<file path="src/rtl/cmpt_pkg.sv">
// Shared types for the comparator timer channel.
// Assumes: none beyond IEEE 1800-2017.
package cmpt_pkg;

    // Stored channel operating mode
    typedef struct packed {
        logic en;   // channel enable
        logic per;  // periodic operation
        logic nar;  // narrow (half-width) comparison
    } cmpt_mode_t;

    // Kind of event raised in a given cycle
    typedef enum logic [1:0] {
        EV_IDLE  = 2'd0,
        EV_MATCH = 2'd1,
        EV_WRAP  = 2'd2
    } cmpt_ev_e;

endpackage

</file>
<file path="src/rtl/cmpt_cfg_reg.sv">
// Channel configuration register.
// Holds enable, periodic and narrow mode plus the self-clearing direct-load bit.
// Produces the enable-rise pulse and the truncation request for this cycle's
// configuration write.
// Assumes: a configuration write and a comparator write in the same cycle
// leave the direct-load bit at the value written by the configuration.
module cmpt_cfg_reg
    import cmpt_pkg::*;
(
    input  logic       clk,
    input  logic       rst_n,
    input  logic       cfg_wr_i,
    input  logic       cfg_en_i,
    input  logic       cfg_per_i,
    input  logic       cfg_nar_i,
    input  logic       cfg_setval_i,
    input  logic       cmp_wr_i,
    output cmpt_mode_t mode_o,
    output logic       setval_o,
    output logic       en_rise_o,
    output logic       trunc_o
);

    cmpt_mode_t mode_q;
    logic       setval_q;

    // Hold mode bits; direct-load bit clears on any comparator write
    always_ff @(posedge clk) begin
        if (!rst_n) begin
            mode_q   <= '0;
            setval_q <= 1'b0;
        end else begin
            if (cfg_wr_i) begin
                mode_q.en  <= cfg_en_i;
                mode_q.per <= cfg_per_i;
                mode_q.nar <= cfg_nar_i;
            end
            if (cfg_wr_i) begin
                setval_q <= cfg_setval_i;
            end else if (cmp_wr_i) begin
                setval_q <= 1'b0;
            end
        end
    end

    // Pulses derived from the incoming configuration write
    always_comb begin
        en_rise_o = cfg_wr_i && cfg_en_i && !mode_q.en;
        trunc_o   = cfg_wr_i && cfg_nar_i;
    end

    assign mode_o   = mode_q;
    assign setval_o = setval_q;


    setval_clear_chk: assert property (@(posedge clk) disable iff (!rst_n)
        ($past(rst_n) && $past(cmp_wr_i) && !$past(cfg_wr_i)) |-> !setval_q);

endmodule

</file>
<file path="src/rtl/cmpt_cmp_store.sv">
// Comparator and period storage.
// Applies periodic advances, narrow-mode truncation and half-word writes with
// period clamping. Later sources win bit by bit: advance, then truncation,
// then the written half.
// Assumes: CNT_W is even; mode_i is the registered mode.
module cmpt_cmp_store
    import cmpt_pkg::*;
#(
    parameter int CNT_W = 64
) (
    input  logic                 clk,
    input  logic                 rst_n,
    input  cmpt_mode_t           mode_i,
    input  logic                 setval_i,
    input  logic                 wr_lo_i,
    input  logic                 wr_hi_i,
    input  logic [CNT_W/2-1:0]   wdata_i,
    input  logic                 trunc_i,
    input  logic                 adv_i,
    output logic [CNT_W-1:0]     cmp_o,
    output logic [CNT_W-1:0]     per_o,
    output logic [CNT_W-1:0]     sum_o
);

    localparam int HALF_W = CNT_W / 2;
    localparam logic [HALF_W-1:0] TOP_CLR = {1'b0, {(HALF_W-1){1'b1}}};

    logic [CNT_W-1:0]  cmp_q;
    logic [CNT_W-1:0]  per_q;
    logic [CNT_W-1:0]  sum_full;
    logic              cmp_sel;
    logic              per_sel;
    logic [HALF_W-1:0] lo_mask;

    // Next comparator for a periodic step, cut to the active width
    always_comb begin
        sum_full = cmp_q + per_q;
        if (mode_i.nar) begin
            sum_o = {{HALF_W{1'b0}}, sum_full[HALF_W-1:0]};
        end else begin
            sum_o = sum_full;
        end
    end

    // Write routing and clamp selection
    always_comb begin
        cmp_sel = !mode_i.per || setval_i;
        per_sel = mode_i.per;
        lo_mask = mode_i.nar ? TOP_CLR : {HALF_W{1'b1}};
    end

    // Comparator and period registers
    always_ff @(posedge clk) begin
        if (!rst_n) begin
            cmp_q <= {CNT_W{1'b1}};
            per_q <= '0;
        end else begin
            if (adv_i) begin
                cmp_q <= sum_o;
            end
            if (trunc_i) begin
                cmp_q[CNT_W-1:HALF_W] <= '0;
                per_q[CNT_W-1:HALF_W] <= '0;
            end
            if (wr_lo_i) begin
                if (cmp_sel) cmp_q[HALF_W-1:0] <= wdata_i;
                if (per_sel) per_q[HALF_W-1:0] <= wdata_i & lo_mask;
            end
            if (wr_hi_i) begin
                if (cmp_sel) cmp_q[CNT_W-1:HALF_W] <= wdata_i;
                if (per_sel) per_q[CNT_W-1:HALF_W] <= wdata_i & TOP_CLR;
            end
        end
    end

    assign cmp_o = cmp_q;
    assign per_o = per_q;


    reset_val_chk: assert property (@(posedge clk) disable iff (!rst_n)
        !$past(rst_n) |-> (cmp_q == {CNT_W{1'b1}}) && (per_q == '0));


    trunc_chk: assert property (@(posedge clk) disable iff (!rst_n)
        ($past(rst_n) && $past(trunc_i) && !$past(wr_hi_i) && !$past(adv_i))
        |-> (cmp_q[CNT_W-1:HALF_W] == '0) && (per_q[CNT_W-1:HALF_W] == '0));


    clamp_hi_chk: assert property (@(posedge clk) disable iff (!rst_n)
        ($past(rst_n) && $past(wr_hi_i) && $past(mode_i.per)) |-> !per_q[CNT_W-1]);

endmodule

</file>
<file path="src/rtl/cmpt_expiry.sv">
// Expiry decision logic.
// Tests the signed comparator-minus-counter difference on each tick and
// raises match and wrap events. It also runs periodic catch-up, one period
// per clock, and keeps the armed, wrap and catch-up flags.
// Assumes: sum_i is cmp_i plus the period at the active width; arm_i marks a
// comparator write or an enable rise, and an arm suppresses this cycle's advance.
module cmpt_expiry
    import cmpt_pkg::*;
#(
    parameter int CNT_W = 64
) (
    input  logic             clk,
    input  logic             rst_n,
    input  logic             tick_i,
    input  logic [CNT_W-1:0] count_i,
    input  logic             glb_en_i,
    input  cmpt_mode_t       mode_i,
    input  logic [CNT_W-1:0] cmp_i,
    input  logic [CNT_W-1:0] per_i,
    input  logic [CNT_W-1:0] sum_i,
    input  logic             arm_i,
    output logic             adv_o,
    output logic             expire_o
);

    localparam int HALF_W = CNT_W / 2;

    logic             armed_q;
    logic             wrap_q;
    logic             cu_q;
    logic             expire_q;
    logic [CNT_W-1:0] diff_now;
    logic [CNT_W-1:0] diff_next;
    logic             due;
    logic             behind_next;
    logic             act;
    logic             per_live;
    logic             hit;
    logic             wrap_hit;
    cmpt_ev_e         ev;

    // Zero or negative difference at the active width
    function automatic logic at_or_past(input logic [CNT_W-1:0] d, input logic nar);
        if (nar) return (d[HALF_W-1:0] == '0) || d[HALF_W-1];
        return (d == '0) || d[CNT_W-1];
    endfunction

    // Strictly negative difference at the active width
    function automatic logic strictly_behind(input logic [CNT_W-1:0] d, input logic nar);
        return nar ? d[HALF_W-1] : d[CNT_W-1];
    endfunction

    // Comparison terms for the present and the advanced comparator
    always_comb begin
        diff_now    = cmp_i - count_i;
        diff_next   = sum_i - count_i;
        due         = at_or_past(diff_now, mode_i.nar);
        behind_next = strictly_behind(diff_next, mode_i.nar);
    end

    // Event selection; a match has priority over a wrap
    always_comb begin
        act      = glb_en_i && mode_i.en;
        per_live = mode_i.per && (per_i != '0);
        hit      = act && tick_i && armed_q && !cu_q && due;
        wrap_hit = act && tick_i && armed_q && wrap_q && mode_i.nar && !mode_i.per
                   && (&count_i[HALF_W-1:0]);
        if (hit)           ev = EV_MATCH;
        else if (wrap_hit) ev = EV_WRAP;
        else               ev = EV_IDLE;
        adv_o = !arm_i && (((ev == EV_MATCH) && per_live) || cu_q);
    end

    // Arming, wrap, catch-up flags and the registered pulse
    always_ff @(posedge clk) begin
        if (!rst_n) begin
            armed_q  <= 1'b0;
            wrap_q   <= 1'b0;
            cu_q     <= 1'b0;
            expire_q <= 1'b0;
        end else begin
            expire_q <= (ev != EV_IDLE);
            if (arm_i) begin
                armed_q <= 1'b1;
                wrap_q  <= 1'b1;
                cu_q    <= 1'b0;
            end else begin
                if (ev == EV_MATCH) begin
                    if (per_live) cu_q    <= behind_next;
                    else          armed_q <= 1'b0;
                end else if (cu_q) begin
                    cu_q <= behind_next;
                end
                if (ev == EV_WRAP) begin
                    wrap_q <= 1'b0;
                end
            end
        end
    end

    assign expire_o = expire_q;


    gate_chk: assert property (@(posedge clk) disable iff (!rst_n)
        expire_q |-> ($past(tick_i) && $past(glb_en_i) && $past(mode_i.en)));


    one_shot_once_chk: assert property (@(posedge clk) disable iff (!rst_n)
        ($past(rst_n) && $past(rst_n, 2) && $past(expire_q)
         && !$past(mode_i.per, 2) && !$past(mode_i.nar, 2) && !$past(arm_i, 2))
        |-> !expire_q);

endmodule

</file>
<file path="src/rtl/cmp_timer_chan.sv">
// Comparator timer channel top.
// Joins configuration, storage and expiry logic for one event channel that
// watches an external main counter.
// Assumes: count_i is stable in the cycle it is sampled; tick_i marks the
// cycles in which the comparison is to be made.
module cmp_timer_chan
    import cmpt_pkg::*;
#(
    parameter int CNT_W = 64
) (
    input  logic               clk,
    input  logic               rst_n,
    input  logic [CNT_W-1:0]   count_i,
    input  logic               tick_i,
    input  logic               glb_en_i,
    input  logic               cfg_wr_i,
    input  logic               cfg_en_i,
    input  logic               cfg_per_i,
    input  logic               cfg_nar_i,
    input  logic               cfg_setval_i,
    input  logic               cmp_wr_lo_i,
    input  logic               cmp_wr_hi_i,
    input  logic [CNT_W/2-1:0] cmp_wdata_i,
    output logic               expire_o,
    output logic [CNT_W-1:0]   cmp_o,
    output logic [CNT_W-1:0]   period_o,
    output logic               setval_o
);

    cmpt_mode_t       mode;
    logic             setval;
    logic             en_rise;
    logic             trunc;
    logic             adv;
    logic             arm;
    logic             cmp_wr_any;
    logic [CNT_W-1:0] cmp_val;
    logic [CNT_W-1:0] per_val;
    logic [CNT_W-1:0] sum_val;

    // Arming sources for the expiry logic
    always_comb begin
        cmp_wr_any = cmp_wr_lo_i || cmp_wr_hi_i;
        arm        = cmp_wr_any || en_rise;
    end

    cmpt_cfg_reg u_cfg (
        .clk          (clk),
        .rst_n        (rst_n),
        .cfg_wr_i     (cfg_wr_i),
        .cfg_en_i     (cfg_en_i),
        .cfg_per_i    (cfg_per_i),
        .cfg_nar_i    (cfg_nar_i),
        .cfg_setval_i (cfg_setval_i),
        .cmp_wr_i     (cmp_wr_any),
        .mode_o       (mode),
        .setval_o     (setval),
        .en_rise_o    (en_rise),
        .trunc_o      (trunc)
    );

    cmpt_cmp_store #(.CNT_W(CNT_W)) u_store (
        .clk      (clk),
        .rst_n    (rst_n),
        .mode_i   (mode),
        .setval_i (setval),
        .wr_lo_i  (cmp_wr_lo_i),
        .wr_hi_i  (cmp_wr_hi_i),
        .wdata_i  (cmp_wdata_i),
        .trunc_i  (trunc),
        .adv_i    (adv),
        .cmp_o    (cmp_val),
        .per_o    (per_val),
        .sum_o    (sum_val)
    );

    cmpt_expiry #(.CNT_W(CNT_W)) u_exp (
        .clk      (clk),
        .rst_n    (rst_n),
        .tick_i   (tick_i),
        .count_i  (count_i),
        .glb_en_i (glb_en_i),
        .mode_i   (mode),
        .cmp_i    (cmp_val),
        .per_i    (per_val),
        .sum_i    (sum_val),
        .arm_i    (arm),
        .adv_o    (adv),
        .expire_o (expire_o)
    );

    assign cmp_o    = cmp_val;
    assign period_o = per_val;
    assign setval_o = setval;

endmodule

</file>
<file path="config.mk">
export PLATFORM = sky130hd
export DESIGN_NAME = cmp_timer_chan
export DESIGN_NICKNAME = d
export VERILOG_FILES = /design/src/rtl/cmpt_pkg.sv /design/src/rtl/cmpt_cfg_reg.sv /design/src/rtl/cmpt_cmp_store.sv /design/src/rtl/cmpt_expiry.sv /design/src/rtl/cmp_timer_chan.sv
export SDC_FILE = /design/constraint.sdc
export NUM_CORES = 1
export LEC_CHECK = 0
export BUFFER_PORTS_ARGS = -buffer_cell sky130_fd_sc_hd__buf_2
export CELL_PAD_IN_SITES_DETAIL_PLACEMENT = 1
export CELL_PAD_IN_SITES_GLOBAL_PLACEMENT = 1
export CORE_UTILIZATION = 29
export DETAILED_ROUTE_END_ITERATION = 16
export GPL_TIMING_DRIVEN = 1
export PLACE_DENSITY_LB_ADDON = 0.05
export SLEW_MARGIN = 20
export SYNTH_ARGS = -nofsm -noshare
export SYNTH_HDL_FRONTEND = slang
export SYNTH_SLANG_ARGS = --single-unit
</file>
<file path="constraint.sdc">
create_clock -name clk -period 7.25 [get_ports clk]
set_clock_uncertainty 0.1 [all_clocks]
set_input_delay 0.725 -clock clk [delete_from_list [all_inputs] [get_ports clk]]
set_output_delay 0.725 -clock clk [all_outputs]
set_load 0.03 [all_outputs]
</file>
==> flow_summary.ini, run 1 <==
[outcome]
outcome = finished, final reports clean

[floorplanning]
die_y_microns = 236
floorplan.core_area_sq_mm = 0.0539
effective_utilization_at_floorplan_pct = 29.4
fp.dieArea_sq_mm = 0.0556
placementRows = 85
pin_count = 237
dieWidth_microns = 236

[power_and_ir_drop]
power.density_mw_per_mm2 = 192
power.static_leakage_nw = 7.90
power.ir.vdd_worst_uv = 160

[setup_path]
worstSetupStartpoint = u_store.cmp_o[7]$_SDFF_PN1_
crit_path_end_kind = flip-flop
timing.rr.start = u_store.cmp_o[7]$_SDFF_PN1_
critical_path_peak_fanout = 4
critPathArrivalTime_ps = 7180
timing.reg2reg.worst_path_depth = 25
crit_type = flip-flop to flip-flop
worst_ep_required_time_ps = 7490
critPathLaunchType = flip-flop

[placed_design]
port-buffer-count = 236
hpwl_detailed_microns = 70200
gp_routability_congestion = 0.949
dpl-instance-area_sq_mm = 0.0177
dpl_worst_slack_ps = 400

[layout]
final_area_sq_mm = 0.0184
post_route_cells_drive_above_1_share_pct = 13.9
layout.filler_cells = 6644
final_net_count = 2605
syn2layout_area_growth_pct = 15.7

[clocking]
htreeDepth = 4
tritoncts.num_buffers = 17
ctsRootBufferMaster = sky130_fd_sc_hd__clkbuf_16
worstSkewPairLatency_ps = 450
cts_buffer_depth = 2
cts_setup_buffers = 0
clkTransAtPathRegs_ps = 60
tritoncts = built
clkSinkCount = 136

[drt]
drc_errors = 0
num_vias = 17800
routed_wirelength_microns = 84000
first_pass_iters = 5
detail-route-antenna-nets = 0
route.detailed.vias_per_inst = 5.89
drt_iter0_markers = 1350
post_drt_wl_per_cell_microns = 27.8

[yosys]
ys_dominant_reg_cell = sky130_fd_sc_hd__dfxtp_1
synthesis.area_sq_mm = 0.0159
synth-warning-count = 0
synth_seq_area_share_pct = 17.2
ys_seq_elements = 136
synth_edf_count = 0
postSynthNetCount = 2433
postSynthAreaPerCell_sq_um = 7.42
yosys.cell_types.count = 75
syn_inst = 2136
synth-async-reset-ratio_pct = 0

[sta]
setup_viol = 0
min_period_ps = 6940
setup_repair_after_global_routing_missed_its_margin = no
max_freq_mhz = 144
fin_setup_tns_ps = 0
hold_viol = 0
post-route-period-util_pct = 95.7
worst_slack_ps = 312
report.final.slew_viol_count = 0
worst_slew_margin_rel_pct = 21.4
worst_slew_pin_slew_ps = 1180

[worst_hold_path]
hold_start = u_store.per_o[4]$_SDFFE_PN0P_
hold-path-cell-count = 2
worst_hold_path_type = flip-flop to flip-flop

[global_routing]
gr-total-overflow = 0
first_global_vias = 17800
grt_pass1_wl_microns = 122000
antenna_found_initial = 3
grt_use_total_pct = 29.6
largest_net_degree_at_the_start_of_global_routing = 80

[run]
max_cap_viol_count = 0
area by class of cell:
type | instances | area [sq um] | area share (%)
Antenna cell | 1 | 2.50 | 0.0136
Clock buffer | 18 | 439 | 2.39
Clock inverter | 14 | 185 | 1.01
Inverter | 92 | 345 | 1.88
Multi-Input combinational cell | 1795 | 12300 | 67.2
Sequential cell | 136 | 2720 | 14.8
Tap cell | 696 | 871 | 4.75
Timing Repair Buffer | 266 | 1450 | 7.88
logic make-up (layout without fill, tap and decap cells):
family          Yosys count  after routing  synth area share [%]
simple gates            780            780                  25.1
flops                   136            136                  17.2
mux                      44             44                  2.82
xor+xnor                 87             87                  4.89
fa+ha+maj               190            190                  15.1
buf+inv                 205            390                  5.18
other cells               0              1                     0
compound gates          694            694                  29.8
critical path, cell delays in order (launching register included):
cell	delay [ps]
sky130_fd_sc_hd__dfxtp_1	410
sky130_fd_sc_hd__ha_1	390
sky130_fd_sc_hd__nand2_1	140
sky130_fd_sc_hd__nor4b_1	310
sky130_fd_sc_hd__o311ai_0	450
sky130_fd_sc_hd__a211oi_1	480
sky130_fd_sc_hd__o21bai_1	180
sky130_fd_sc_hd__a211oi_1	560
sky130_fd_sc_hd__o21ai_0	300
sky130_fd_sc_hd__o41ai_1	300
sky130_fd_sc_hd__buf_4	200
sky130_fd_sc_hd__a31oi_1	110
sky130_fd_sc_hd__xor2_1	160
sky130_fd_sc_hd__nor2_1	370
sky130_fd_sc_hd__ha_1	340
sky130_fd_sc_hd__a21oi_1	140
sky130_fd_sc_hd__nor2b_1	60
sky130_fd_sc_hd__o21ai_0	160
sky130_fd_sc_hd__nand2b_1	80
sky130_fd_sc_hd__a21oi_1	140
sky130_fd_sc_hd__nor2_1	60
sky130_fd_sc_hd__a2111oi_0	380
sky130_fd_sc_hd__o21ai_0	170
sky130_fd_sc_hd__a31oi_1	200
sky130_fd_sc_hd__xnor3_1	430
sky130_fd_sc_hd__o2111a_1	230
Yosys cell counts, types with 11 or more instances:
master | instances | area share [%]
sky130_fd_sc_hd__a211oi_1 | 32 | 1.5
sky130_fd_sc_hd__a21boi_0 | 42 | 2.0
sky130_fd_sc_hd__a21o_1 | 80 | 3.8
sky130_fd_sc_hd__a21oi_1 | 167 | 5.3
sky130_fd_sc_hd__a221oi_1 | 24 | 1.3
sky130_fd_sc_hd__a22o_1 | 32 | 1.8
sky130_fd_sc_hd__a31oi_1 | 26 | 1.0
sky130_fd_sc_hd__and2_1 | 11 | 0.43
sky130_fd_sc_hd__and3_1 | 18 | 0.71
sky130_fd_sc_hd__and4_1 | 12 | 0.66
sky130_fd_sc_hd__buf_2 | 17 | 0.54
sky130_fd_sc_hd__clkbuf_1 | 89 | 2.1
sky130_fd_sc_hd__dfxtp_1 | 136 | 17
sky130_fd_sc_hd__ha_1 | 188 | 15
sky130_fd_sc_hd__inv_1 | 92 | 2.2
sky130_fd_sc_hd__mux2i_1 | 39 | 2.5
sky130_fd_sc_hd__nand2_1 | 249 | 5.9
sky130_fd_sc_hd__nand2b_1 | 22 | 0.87
sky130_fd_sc_hd__nand3_1 | 49 | 1.5
sky130_fd_sc_hd__nand3b_1 | 12 | 0.57
sky130_fd_sc_hd__nand4_1 | 63 | 2.5
sky130_fd_sc_hd__nor2_1 | 151 | 3.6
sky130_fd_sc_hd__nor2b_1 | 44 | 1.7
sky130_fd_sc_hd__nor3_1 | 36 | 1.1
sky130_fd_sc_hd__nor3b_1 | 13 | 0.62
sky130_fd_sc_hd__nor4_1 | 30 | 1.2
sky130_fd_sc_hd__nor4b_1 | 33 | 1.8
sky130_fd_sc_hd__o211ai_1 | 46 | 2.2
sky130_fd_sc_hd__o21a_1 | 38 | 1.8
sky130_fd_sc_hd__o21ai_0 | 96 | 3.0
sky130_fd_sc_hd__o21bai_1 | 16 | 0.76
sky130_fd_sc_hd__or3_1 | 12 | 0.47
sky130_fd_sc_hd__xnor2_1 | 54 | 3.0
sky130_fd_sc_hd__xor2_1 | 32 | 1.8
what timing repair did:
| item | in CTS | in global routing |
|---|---|---|
| hold buffers | 0 | 0 |
| setup endpoints to repair | 0 | 1 |
| resized for setup | 0 | 2 |
registers in the layout, indices dropped and copies added (netlist names):
register,count
u_store.per_o,64
u_exp.armed_q,1
u_store.cmp_o,64
u_cfg.setval_o,1
u_exp.wrap_q,1
u_exp.expire_o,1
u_exp.cu_q,1
u_cfg.mode_o,3
path summary, 6_finish.rpt:
kind	to	slack, ps
max	u_exp.cu_q$_SDFFE_PP0P_	310
min	u_store.per_o[4]$_SDFFE_PN0P_	410
max reg2reg	u_exp.cu_q$_SDFFE_PP0P_	310
min reg2reg	u_store.per_o[4]$_SDFFE_PN0P_	410
power breakdown:
group          total (mW)  internal, mW  switching (mW)  leakage (nW)
sequential          0.872         0.787          0.0857          1.12
clock               0.968         0.559           0.409         0.296
combinational        1.68         0.579            1.10          6.49
total                3.52          1.92            1.59          7.90
through the flow:
stage	util (%)	power (mW)	std cells	hold WS (ps)
3_5_place_dp	32.9	2.53	2985	400
5_1_grt	34.0	3.71	3017	455
2_1_floorplan	-	1.93	2136	405
3_3_place_gp	32.9	2.51	2985	390
4_1_cts	34.0	3.51	3017	410
6_report	34.0	3.52	3018	412
placed cells by master (no fill, tap or decap), types with 13 or more instances in the layout:
cell	n
sky130_fd_sc_hd__nand4_1	63
sky130_fd_sc_hd__o21bai_1	16
sky130_fd_sc_hd__nand2_1	249
sky130_fd_sc_hd__nor3b_1	13
sky130_fd_sc_hd__clkbuf_16	17
sky130_fd_sc_hd__nor3_1	36
sky130_fd_sc_hd__and3_1	18
sky130_fd_sc_hd__buf_2	235
sky130_fd_sc_hd__a21o_1	80
sky130_fd_sc_hd__nor4_1	30
sky130_fd_sc_hd__a221oi_1	24
sky130_fd_sc_hd__buf_4	28
sky130_fd_sc_hd__xor2_1	32
sky130_fd_sc_hd__nor2b_1	44
sky130_fd_sc_hd__o21a_1	38
sky130_fd_sc_hd__nand3_1	49
sky130_fd_sc_hd__mux2i_1	39
sky130_fd_sc_hd__xnor2_1	54
sky130_fd_sc_hd__dfxtp_1	135
sky130_fd_sc_hd__nor2_1	151
sky130_fd_sc_hd__a22o_1	32
sky130_fd_sc_hd__ha_1	188
sky130_fd_sc_hd__a21oi_1	167
sky130_fd_sc_hd__nor4b_1	33
sky130_fd_sc_hd__o211ai_1	46
sky130_fd_sc_hd__a21boi_0	42
sky130_fd_sc_hd__a211oi_1	32
sky130_fd_sc_hd__inv_1	92
sky130_fd_sc_hd__a31oi_1	25
sky130_fd_sc_hd__o21ai_0	96
sky130_fd_sc_hd__nand2b_1	22
per-layer routing:
metal | routed length [microns] | global-route usage (%)
met1 | 42600 | 43.6
met2 | 35400 | 44.6
met5 | 0 | 0
met4 | 1920 | 7.59
met3 | 4090 | 4.28
No activity file was read; power rests on OpenSTA's default activity.
==> run 2: changes to the inputs <==
clock period = 5.8 ns   (was 7.25 ns; I/O delays follow)
==> run 2 against run 1 <==
Sequential share of layout area fell by 1.4 points; routed wire length grew 1.5%; sequential cell count unchanged; global-route usage up 0.55 points; sequential power up 20%; critical path type unchanged; critical endpoint unchanged; largest power group unchanged.
==> flow_summary.ini, run 2 (synthesis results as in run 1) <==
[sta]
worst_slack_ps = 167
worst_slew_pin_slew_ps = 1200
setup_viol = 0
max_freq_mhz = 178
report.final.slew_viol_count = 0
post-route-period-util_pct = 97.1
holdWs_ps = 290
setup_repair_after_global_routing_missed_its_margin = yes
fin_setup_tns_ps = 0
hold_viol = 0
worst_slew_margin_rel_pct = 19.7
min_period_ps = 5630

[floorplanning]
placementRows = 85
dieWidth_microns = 236
pin_count = 237
floorplan.core_area_sq_mm = 0.0539
effective_utilization_at_floorplan_pct = 29.4
fp.dieArea_sq_mm = 0.0556
die_y_microns = 236

[layout]
final-instance-count-excl-fill = 3258
register_cell_area_after_layout_sq_mm = 0.00273
final_area_sq_mm = 0.0203
layout.cells.most_common = sky130_fd_sc_hd__buf_4
mostFrequentLayoutCells = sky130_fd_sc_hd__buf_4 (268), sky130_fd_sc_hd__nand2_1 (249), sky130_fd_sc_hd__buf_2 (235)
multi_input_area_sq_mm = 0.0125
syn2layout_area_growth_pct = 27.8
final_net_count = 2846
num_antenna_cells = 0
post_route_cells_drive_above_1_share_pct = 23.0
layout.filler_cells = 6717

[drt]
routed_wirelength_microns = 85300
drt_iter0_markers = 1185
post_drt_wl_per_cell_microns = 26.2
detail-route-antenna-nets = 0
num_vias = 18800
first_pass_iters = 5
drc_errors = 0
route.detailed.vias_per_inst = 5.77

[run]
max_cap_viol_count = 0

[global_routing]
grt_use_total_pct = 30.2
groute.layer.met2.usage_pct = 46.6
global_route.usage.met3_pct = 2.22
largest_net_degree_at_the_start_of_global_routing = 80
grt_pass1_wl_microns = 125000
antenna_found_initial = 1
gr-total-overflow = 0
gr-max-usage-layer = met2
first_global_vias = 18800
grt_util_met1_pct = 44.6

[clocking]
worstSkewPairLatency_ps = 460
ctsHoldBuffers = 0
cts_buffer_depth = 2
clkSinkCount = 136
tritoncts = built
htreeDepth = 4
clkTransAtPathRegs_ps = 70
tritoncts.num_buffers = 17
ctsRootBufferMaster = sky130_fd_sc_hd__clkbuf_16

[placed_design]
dpl_worst_slack_ps = -669
post-place-cells = 3221
hpwl_detailed_microns = 72400
port-buffer-count = 236
gp_routability_congestion = 0.981
dpl-instance-area_sq_mm = 0.0195

[worst_hold_path]
hold-path-cell-count = 3
worst_hold_path_type = input port to flip-flop

[setup_path]
critPathLaunchType = flip-flop
critPathArrivalTime_ps = 5890
timing.reg2reg.worst_path_depth = 24
crit_type = flip-flop to flip-flop
crit_path_end_kind = flip-flop
worst_ep_required_time_ps = 6050
critical_path_peak_fanout = 3

[power_and_ir_drop]
power.ir.vdd_worst_uv = 232
power.density_mw_per_mm2 = 223
power.static_leakage_nw = 9.10

[outcome]
outcome = finished, final reports clean
## run 2: changes by cell type in the layout (fill, tap and decap cells not counted), sizes merged
cell / previous run / this run
clkinv: 3 / 4
inv: 97 / 98
buf: 266 / 507
diode: 1 / 0
bufinv: 3 / 0
clkinvlp: 3 / 4
## run 2: routing by layer
| layer | up-vias | part of all wire (%) |
|---|---|---|
| met5 | - | 0 |
| met4 | 0 | 2.5 |
| met3 | 66 | 3.1 |
| met2 | 434 | 43 |
| met1 | 9467 | 51 |
| li1 | 8827 | - |
## run 2: area by class of cell
type	count	area share, %
clock inverter	14	0.562
clock buffer	18	2.17
sequential	136	13.5
timing repair buffer	507	16.1
tap	696	4.30
inverter	92	1.70
multi-input combinational	1795	61.7
## run 2: where the power goes
group | switching (mW) | total, mW | internal, mW
Combinational | 1.48 | 2.39 | 0.904
Sequential | 0.0672 | 1.05 | 0.983
Clock | 0.512 | 1.08 | 0.566
## run 2: metrics by stage
step | power, mW | util [%]
global placement | 3.34 | 36.2
finish | 4.52 | 37.6
CTS | 4.49 | 37.5
global route | 4.76 | 37.6
detailed placement | 3.38 | 36.2
floorplan | 2.41 | -
## run 2: path summary, 6_finish.rpt
path                                                      from                             end  slack (ps)
worst max-delay path               u_store.cmp_o[0]$_SDFF_PN1_         u_exp.cu_q$_SDFFE_PP0P_         170
worst min-delay path                              cfg_setval_i     u_cfg.setval_o$_SDFFE_PN0P_         290
worst max register to register     u_store.cmp_o[0]$_SDFF_PN1_         u_exp.cu_q$_SDFFE_PP0P_         170
worst min register to register  u_store.per_o[22]$_SDFFE_PN0P_  u_store.per_o[22]$_SDFFE_PN0P_         450
## run 2: critical path: stages, from the launching register on
cell,delay [ps]
sky130_fd_sc_hd__dfxtp_2,340
sky130_fd_sc_hd__ha_4,160
sky130_fd_sc_hd__fa_2,350
sky130_fd_sc_hd__a211oi_2,190
sky130_fd_sc_hd__o21bai_1,120
sky130_fd_sc_hd__o31a_1,310
sky130_fd_sc_hd__a2111oi_4,290
sky130_fd_sc_hd__buf_4,180
sky130_fd_sc_hd__o41ai_4,90
sky130_fd_sc_hd__a31o_2,300
sky130_fd_sc_hd__a211oi_4,290
sky130_fd_sc_hd__a211oi_2,130
sky130_fd_sc_hd__o31a_1,280
sky130_fd_sc_hd__a311oi_2,350
sky130_fd_sc_hd__mux2_4,340
sky130_fd_sc_hd__ha_1,310
sky130_fd_sc_hd__nand4_1,160
sky130_fd_sc_hd__nor4_4,60
sky130_fd_sc_hd__o21ai_0,80
sky130_fd_sc_hd__a21oi_1,70
sky130_fd_sc_hd__a2111oi_2,230
sky130_fd_sc_hd__o21ai_1,130
sky130_fd_sc_hd__a31oi_1,190
sky130_fd_sc_hd__xnor3_1,230
sky130_fd_sc_hd__o2111a_1,230
## run 2: what timing repair did
item / in CTS / in global routing
buffers inserted: 5 / 0
pin swaps: 23 / 16
cloned: 0 / 0
resized for setup: 21 / 14
setup endpoints to repair: 1 / 31
==> run 3: changes to the inputs <==
CAP_MARGIN = 25   (was not set)
CORE_MARGIN = 2   (was not set)
clock period = 6.74 ns   (was 5.8 ns; I/O delays follow)
==> run 3 against run 2 <==
Sequential power decreased by 11%; cell count decreased by 6.5%; worst setup slack better by 260 ps; non-clock buffer count shrank 212; first-iteration DRC count up 7.2%; routed wire length decreased by 1.5%; die area is 1.7% higher; cell area shrank 8.1%; sequential share of layout area rose by 1.2 points; critical path type unchanged; largest power group unchanged; highest routed layer unchanged.
==> flow_summary.ini, run 3 (synthesis results as in run 1) <==
[outcome]
outcome = finished, final reports clean

[setup_path]
worst_ep_required_time_ps = 6980
critPathArrivalTime_ps = 6560
crit_path_end_kind = flip-flop
reg2reg_slack_ps = 430
regToRegEndpoint = u_exp.cu_q$_SDFFE_PP0P_
critical_path_peak_fanout = 4
cpMostUsedCell = sky130_fd_sc_hd__a21oi_1
critical-path-slowest-cell = sky130_fd_sc_hd__xnor3_1
timing.rr.start = u_store.cmp_o[0]$_SDFF_PN1_
crit_type = flip-flop to flip-flop
timing.reg2reg.worst_path_depth = 29
critPathLaunchType = flip-flop
max_stage_delay_ps = 420

[global_routing]
largest_net_degree_at_the_start_of_global_routing = 85
grt_use_total_pct = 29.1
first_global_vias = 17900
antenna_found_initial = 2
gr-total-overflow = 0
grt_pass1_wl_microns = 122000

[floorplanning]
placementRows = 85
fp.dieArea_sq_mm = 0.0566
die_y_microns = 238
floorplan.core_area_sq_mm = 0.0539
dieWidth_microns = 238
pin_count = 237
effective_utilization_at_floorplan_pct = 29.4

[placed_design]
port-buffer-count = 236
gp_routability_congestion = 0.967
hpwl_detailed_microns = 69900
dpl_worst_slack_ps = 191
dpl-instance-area_sq_mm = 0.0179

[drt]
first_pass_iters = 5
drc_errors = 0
post_drt_wl_per_cell_microns = 27.6
route.detailed.vias_per_inst = 5.93
detail-route-antenna-nets = 0
drt_iter0_markers = 1270
num_vias = 18100
routed_wirelength_microns = 84000

[layout]
final_core_util_pct = 34.6
mostFrequentLayoutCells = sky130_fd_sc_hd__nand2_1 (249), sky130_fd_sc_hd__buf_2 (235), sky130_fd_sc_hd__ha_1 (188)
layout.cells.most_common = sky130_fd_sc_hd__nand2_1
final_net_count = 2634
final_area_sq_mm = 0.0186
syn2layout_area_growth_pct = 17.5
layout.filler_cells = 6692
post_route_cells_drive_above_1_share_pct = 15.1

[sta]
report.final.slew_viol_count = 0
post-route-period-util_pct = 93.6
hold_viol = 0
setup_viol = 0
worst_slew_pin_slew_ps = 825
max_freq_mhz = 158
worst_slew_margin_rel_pct = 44.4
worst_slack_ps = 430
min_period_ps = 6310

[power_and_ir_drop]
power.static_leakage_nw = 8.06
power.ir.vdd_worst_uv = 197
power.density_mw_per_mm2 = 209
report.power.total_mw = 3.89

[worst_hold_path]
hold_start = cfg_setval_i
hold-path-cell-count = 3
hold_path_sink = u_cfg.setval_o$_SDFFE_PN0P_
worst_hold_path_type = input port to flip-flop

[clocking]
ctsHoldBuffers = 0
tritoncts = built
cts_buffer_depth = 2
tritoncts.num_buffers = 17
htreeDepth = 4
clkTransAtPathRegs_ps = 70
worstSkewPairLatency_ps = 450
ctsRootBufferMaster = sky130_fd_sc_hd__clkbuf_16
clkSinkCount = 136

[run]
max_cap_viol_count = 0
run 3: changes by cell type in the layout (fill, tap and decap cells not counted), moves of 5 or more:
cell	delta
sky130_fd_sc_hd__o21ai_0	+5
sky130_fd_sc_hd__a211oi_2	-5
sky130_fd_sc_hd__bufinv_16	+6
sky130_fd_sc_hd__a211oi_1	+6
sky130_fd_sc_hd__buf_4	-212
run 3: where the power goes:
part | internal [mW] | leakage, nW | total [mW] | switching, mW
combinational | 0.641 | 6.63 | 1.84 | 1.20
sequential | 0.846 | 1.12 | 0.931 | 0.0850
clock | 0.696 | 0.316 | 1.12 | 0.427
total | 2.18 | 8.06 | 3.89 | 1.71
run 3: layer usage:
layer  part of all wire [%]  vias to the layer above  track usage [%]
li1                       -                     8416                -
met1                     50                     9046             43.6
met2                     42                      527             44.0
met3                    5.4                       68             3.26
met4                    2.3                        0             7.34
met5                      0                        -                0
run 3: stage by stage:
stage	std cells	TNS [ps]	hold slack, ps
6_report	3046	0	391
3_5_place_dp	3013	0	399
5_1_grt	3045	-58.2	415
2_1_floorplan	2136	0	405
4_1_cts	3044	0	371
3_3_place_gp	3012	0	393
run 3: worst max path at each step:
| stage | startpoint | to | slack [ps] | depth (start not counted) |
|---|---|---|---|---|
| 3_3_place_gp | u_store.cmp_o[0]$_SDFF_PN1_ | u_exp.cu_q$_SDFFE_PP0P_ | 250 | 29 |
| 4_1_cts | u_store.per_o[0]$_SDFFE_PN0P_ | u_exp.cu_q$_SDFFE_PP0P_ | 140 | 29 |
| 5_1_grt | u_store.per_o[0]$_SDFFE_PN0P_ | u_exp.cu_q$_SDFFE_PP0P_ | -60 | 29 |
| 3_5_place_dp | u_store.per_o[0]$_SDFFE_PN0P_ | u_exp.cu_q$_SDFFE_PP0P_ | 190 | 29 |
| 6_report | u_store.cmp_o[0]$_SDFF_PN1_ | u_exp.cu_q$_SDFFE_PP0P_ | 430 | 29 |
| 2_1_floorplan | u_store.cmp_o[0]$_SDFF_PN1_ | u_exp.cu_q$_SDFFE_PP0P_ | 560 | 27 |
run 3: timing repair:
action,4_1_cts,5_1_grt
endpoints found under the setup margin,0,1
resized for setup,0,9
setup buffers,0,0
run 3: area by class of cell:
type / count / area (sq um) / area share, %
inverters: 92 / 345 / 1.85
well taps: 696 / 871 / 4.67
diodes: 1 / 2.50 / 0.0134
repair buffers: 295 / 1660 / 8.93
clock buffers: 17 / 425 / 2.28
clock inverters: 14 / 246 / 1.32
multi-input cells: 1795 / 12400 / 66.3
flip-flops and latches: 136 / 2720 / 14.6
run 3: critical path: cells and delay by family (launching register included):
kind	cells	cell delay [ps]
DFF	1	310
buffers and inverters	2	360
xor gates and xnor gates	2	630
adders and majority gates	3	920
and+or+nand+nor	4	300
AOI/OAI and AO/OA	18	3590
